===== src/rtl/gsd_pkg.sv =====
package gsd_pkg;

   // Scan direction as seen on the dir_up pin.
   typedef enum logic {
      SCAN_DOWN = 1'b0,
      SCAN_UP   = 1'b1
   } scan_dir_e;

   // Enable group that owns a 0-based row index.
   function automatic int unsigned group_of(int unsigned row, int unsigned n_groups);
      return row % n_groups;
   endfunction

endpackage


===== src/rtl/gsd_shift_chain.sv =====
module gsd_shift_chain #(
   parameter int unsigned N_ROWS = 256
) (
   input  logic              clk,
   input  logic              rst_n,
   input  logic              dir_up,
   input  logic              left_in,
   input  logic              right_in,
   output logic [N_ROWS-1:0] stage_q
);
   import gsd_pkg::*;

   logic [N_ROWS-1:0] stage_d;

   always_comb begin
      if (scan_dir_e'(dir_up) == SCAN_UP)
         stage_d = {stage_q[N_ROWS-2:0], left_in};
      else
         stage_d = {right_in, stage_q[N_ROWS-1:1]};
   end

   always_ff @(posedge clk or negedge rst_n) begin
      if (!rst_n) stage_q <= '0;
      else        stage_q <= stage_d;
   end

endmodule


===== src/rtl/gsd_cascade_out.sv =====
module gsd_cascade_out #(
   parameter int unsigned N_ROWS = 256
) (
   input  logic              clk,
   input  logic              rst_n,
   input  logic              dir_up,
   input  logic [N_ROWS-1:0] stage_q,
   output logic              left_out,
   output logic              left_oe,
   output logic              right_out,
   output logic              right_oe
);
   import gsd_pkg::*;

   localparam int unsigned LAST = N_ROWS - 1;

   logic exit_bit;
   logic casc_q;
   logic going_up;

   assign going_up = (scan_dir_e'(dir_up) == SCAN_UP);
   assign exit_bit = going_up ? stage_q[LAST] : stage_q[0];

   // Retimed to the falling edge so the next device sees half a cycle of setup.
   always_ff @(negedge clk or negedge rst_n) begin
      if (!rst_n) casc_q <= 1'b0;
      else        casc_q <= exit_bit;
   end

   assign right_oe  = going_up;
   assign left_oe   = !going_up;
   assign right_out = going_up  ? casc_q : 1'b0;
   assign left_out  = !going_up ? casc_q : 1'b0;

endmodule


===== src/rtl/gsd_output_gate.sv =====
module gsd_output_gate #(
   parameter int unsigned N_ROWS   = 256,
   parameter int unsigned N_GROUPS = 3
) (
   input  logic [N_ROWS-1:0]   stage_q,
   input  logic [N_GROUPS-1:0] grp_off,
   input  logic                all_on_n,
   output logic [N_ROWS-1:0]   row_out
);
   import gsd_pkg::*;

   for (genvar i = 0; i < N_ROWS; i++) begin : g_row
      localparam int unsigned GRP = group_of(i, N_GROUPS);
      // Force-high wins over the group force-low.
      assign row_out[i] = !all_on_n | (stage_q[i] & !grp_off[GRP]);
   end

endmodule


===== src/rtl/gsd_scan_driver.sv =====
module gsd_scan_driver #(
   parameter int unsigned N_ROWS   = 256,
   parameter int unsigned N_GROUPS = 3
) (
   input  logic                clk,
   input  logic                rst_n,
   input  logic                dir_up,
   input  logic                left_in,
   output logic                left_out,
   output logic                left_oe,
   input  logic                right_in,
   output logic                right_out,
   output logic                right_oe,
   input  logic [N_GROUPS-1:0] grp_off,
   input  logic                all_on_n,
   output logic [N_ROWS-1:0]   row_out
);

   if (N_ROWS < 2) begin : g_bad_rows
      $error("gsd_scan_driver: N_ROWS must be at least 2");
   end
   if (N_GROUPS < 1 || N_GROUPS > N_ROWS) begin : g_bad_groups
      $error("gsd_scan_driver: N_GROUPS must lie in 1..N_ROWS");
   end

   logic [N_ROWS-1:0] stage_q;

   gsd_shift_chain #(.N_ROWS(N_ROWS)) u_chain (
      .clk      (clk),
      .rst_n    (rst_n),
      .dir_up   (dir_up),
      .left_in  (left_in),
      .right_in (right_in),
      .stage_q  (stage_q)
   );

   gsd_cascade_out #(.N_ROWS(N_ROWS)) u_casc (
      .clk       (clk),
      .rst_n     (rst_n),
      .dir_up    (dir_up),
      .stage_q   (stage_q),
      .left_out  (left_out),
      .left_oe   (left_oe),
      .right_out (right_out),
      .right_oe  (right_oe)
   );

   gsd_output_gate #(.N_ROWS(N_ROWS), .N_GROUPS(N_GROUPS)) u_gate (
      .stage_q  (stage_q),
      .grp_off  (grp_off),
      .all_on_n (all_on_n),
      .row_out  (row_out)
   );

endmodule


===== config.mk =====
export PLATFORM = sky130hd
export DESIGN_NAME = gsd_scan_driver
export DESIGN_NICKNAME = d
export VERILOG_FILES = /design/src/rtl/gsd_pkg.sv /design/src/rtl/gsd_shift_chain.sv /design/src/rtl/gsd_cascade_out.sv /design/src/rtl/gsd_output_gate.sv /design/src/rtl/gsd_scan_driver.sv
export SDC_FILE = /design/constraint.sdc
export NUM_CORES = 1
export LEC_CHECK = 0
export BUFFER_PORTS_ARGS = -buffer_cell sky130_fd_sc_hd__buf_2
export CAP_MARGIN = 20
export CORE_ASPECT_RATIO = 0.6
export CORE_MARGIN = 2
export CORE_UTILIZATION = 50
export DETAILED_ROUTE_END_ITERATION = 7
export GPL_TIMING_DRIVEN = 0
export HOLD_SLACK_MARGIN = 0.02
export PLACE_DENSITY = 0.75
export SYNTH_ARGS = -nofsm -noshare
export SYNTH_HDL_FRONTEND = slang
export SYNTH_SLANG_ARGS = --single-unit

===== constraint.sdc =====
create_clock -name clk -period 1.1 [get_ports clk]
set_clock_uncertainty 0.2 [all_clocks]
set_input_delay 0.22 -clock clk [delete_from_list [all_inputs] [get_ports clk]]
set_output_delay 0.22 -clock clk [all_outputs]
set_load 0.01 [all_outputs]

==> PnR_summary.wiki <==
{| class="wikitable"
! Metric !! Value
|-
| Slack of the worst reg-to-reg path || -0.40 ns
|-
| Max-slew violation count || 0
|-
| DRT Wirelength || 45800 um
|-
| Yosys warning total || 0
|-
| Mapped Avg Cell Area || 8.22 um^2
|-
| Synth Flop Type || dfrtp_1
|-
| Number of design rule violations left after detail routing || 0
|-
| Cells on worst reg2reg path || 3
|-
| Chip width || 200 um
|-
| Netlist area before placement || 0.0115 mm^2
|-
| Global-route wire length before repair || 61300 um
|-
| Post-Synthesis Cells || 1398
|-
| Port Buffers || 263
|-
| Per-cell via count in the routed design || 5.58
|-
| Slew of the pin with the lowest slew margin || 0.841 ns
|-
| Failing checks || hold timing, setup timing
|-
| Cell breakdown of the critical path || nor2b_4, buf_6
|-
| Commonest cells in the netlist || 399 x o21ai_0, 257 x inv_1, 256 x dfrtp_1, 256 x nand2_1, 113 x o21ai_1
|-
| Largest buffer count on any clock path || 3
|-
| Sum of net half-perimeters after detailed placement || 24800 um
|-
| CP Max Fanout || 2
|-
| Via count of the first global-routing pass || 11400
|-
| Most frequently used cell type in the post-synthesis netlist || o21ai_0
|-
| Worst max-slew margin expressed relative to the limit || 43.9%
|-
| Class of the tightest hold or removal check || input port to asynchronous set/reset pin
|-
| Biggest area consumer among synthesized cells || dfrtp_1
|-
| Remaining number of nets flagged by the antenna check after routing || 0
|-
| Status || finished with violations
|-
| Overall global routing resource usage || 32.6%
|-
| Cell area after layout || 0.0188 mm^2
|-
| Number of nets in the layout || 2048
|-
| Startpoint-to-endpoint class of the critical path || register to output port
|-
| R2r startpoint || u_chain.stage_q[0]
|-
| TritonCTS clock tree || done
|-
| Number of vias after detailed routing || 13200
|-
| CTS Root Buffer Type || clkbuf_16
|-
| End point of the critical path || left_out
|-
| Number of CTS-inserted buffers || 25
|-
| Share of async-settable or async-resettable flops after synthesis || 100%
|-
| H-tree depth || 1
|-
| Clock edge transition at the registers on the reported setup and hold paths || 0.06 ns
|-
| Antenna violations before repair || 1
|-
| Total power draw || 31.5 mW
|-
| RD Place Congestion || 0.931
|-
| Number of DRC markers in iteration 0 || 1159
|-
| Part of the Yosys area used for sequential elements || 56.0%
|-
| Largest cells by area after synthesis || dfrtp_1 56%, o21ai_0 17%, inv_1 8.4%
|-
| Crit start category || register
|-
| Die area || 0.0242 mm^2
|-
| Count of fill cells added during filler insertion || 1190
|-
| Die Ht || 121 um
|-
| Average routed wire per standard cell || 19.4 um
|-
| Worst endpoint required time || 0.68 ns
|-
| Syn-to-layout area delta || 63.3%
|-
| Unrepaired setup endpoints after global routing || true
|-
| Largest net degree at the start of global routing || 119
|-
| Iteration count of the initial detailed-routing pass || 6
|-
| Crit end category || output port
|-
| Share of cells above drive strength 1 || 59.3%
|-
| Top-level port count || 269
|-
| Synthesized flop and latch total || 257
|-
| Yosys top cell area share || 55.8%
|-
| Instance area after placement || 0.0145 mm^2
|-
| Worst-Skew Late Latency || 0.52 ns
|-
| Number of max-cap violations || 0
|-
| Power density over the cells || 1680 mW/mm^2
|-
| Final number of setup-violating endpoints || 287
|-
| Largest stage delay on the critical path || 0.41 ns
|-
| Maximum resistive drop on vdd || 1.13 mV
|-
| Remaining global-route overflow || 0
|-
| Post-layout utilization of the core || 84.2%
|-
| Initial Util || 51.5%
|-
| Worst Slack Setup Final || -1.06 ns
|-
| Row cnt || 42
|-
| Area inside the core boundary || 0.0223 mm^2
|-
| Arrival time at the worst endpoint || 1.74 ns
|-
| Reg-to-reg critical path endpoint || u_casc.casc_q
|-
| Total clock sinks || 257
|-
| Synth cell types || 14
|-
| CP Launch Point || u_casc.casc_q
|-
| Leakage Power || 8.94 nW
|-
| Post-synth EDFFs || 0
|-
| Hold Slack || -0.624 ns
|-
| Critical path's slowest cell || dfrtn_1
|-
| Post-synthesis net count || 1407
|-
| Count of endpoints failing hold in the final timing report || 258
|}
-- layout make-up --
type / count / area (um^2) / area share [%]
Buffer: 112 / 1000 / 5.34
Clock buffer: 35 / 703 / 3.75
Sequential cell: 257 / 6430 / 34.3
Clock inverter: 9 / 174 / 0.927
Antenna cell: 1 / 2.50 / 0.0133
Timing Repair Buffer: 615 / 4380 / 23.3
Multi-Input combinational cell: 771 / 4710 / 25.1
Tap cell: 308 / 385 / 2.05
Inverter: 257 / 967 / 5.16
-- sequential cells by signal, summed over array words and instances (netlist names) --
signal	count
u_casc.casc_q	1
u_chain.stage_q	256
-- worst max-delay path, delay by kind of cell, from the launching register on --
family / cells / cell delay, ns
simple gates: 1 / 0.15
flops: 1 / 0.41
buf+inv: 1 / 0.11
-- repair_timing --
| item | in CTS | in global routing |
|---|---|---|
| pin swaps | 239 | 0 |
| hold endpoints to repair | 271 | 265 |
| setup buffers | 202 | 148 |
| resized for setup | 281 | 201 |
| endpoints found under the setup margin | 260 | 278 |
| hold buffers | 4 | 11 |
| gates cloned | 0 | 1 |
-- power by group --
group          total (mW)  internal, mW  switching [mW]
clock                9.41          5.63            3.78
sequential           12.2          11.0            1.20
combinational        9.93          4.73            5.20
total                31.5          21.4            10.2
-- worst min path at each step --
| stage | end | slack, ns |
|---|---|---|
| floorplan | u_chain.stage_q[0] | -0.28 |
| global placement | u_chain.stage_q[0] | 0.23 |
| detailed placement | u_chain.stage_q[205] | -0.08 |
| CTS | u_chain.stage_q[205] | -0.62 |
| global route | u_chain.stage_q[205] | -0.61 |
| finish | u_chain.stage_q[205] | -0.62 |
-- cells by family (layout without fill, tap and decap cells) --
| group | Yosys count | in the layout | share of synthesized area [%] |
|---|---|---|---|
| and+or+nand+nor | 258 | 258 | 8.48 |
| buffers and inverters | 370 | 1028 | 13.1 |
| AOI/OAI and AO/OA | 512 | 512 | 22.3 |
| muxes | 1 | 1 | 0.0980 |
| other | 0 | 1 | 0 |
| DFF | 257 | 257 | 56.0 |
-- cell usage in the layout (no fill, tap or decap), types with 33 or more instances in the layout --
| master | netlist | routed |
|---|---|---|
| buf_2 | 12 | 228 |
| buf_4 | 25 | 341 |
| buf_6 | 1 | 62 |
| clkbuf_1 | 74 | 39 |
| clkbuf_16 | 0 | 34 |
| dfrtp_1 | 256 | 256 |
| inv_2 | 0 | 250 |
| nand2_1 | 256 | 238 |
| o21ai_0 | 399 | 111 |
| o21ai_1 | 113 | 171 |
| o21ai_2 | 0 | 197 |
| o21ai_4 | 0 | 33 |
-- metrics by stage --
stage | setup TNS [ns] | setup WS, ns | cells
after global routing | -147.49 | -1.10 | 2365
after CTS | -133.84 | -1.05 | 2221
after floorplan | -1.22 | -0.403 | 1398
after global placement | -1378.47 | -5.35 | 1969
final | -137.05 | -1.06 | 2365
after detailed placement | -111.07 | -0.534 | 1971
-- per-layer routing --
layer	wire, um	global-route usage (%)
met1	18600	47.5
met2	20800	50.7
met3	4280	5.31
met4	2080	9.12
met5	0	0
No activity file was read; power rests on OpenSTA's default activity.
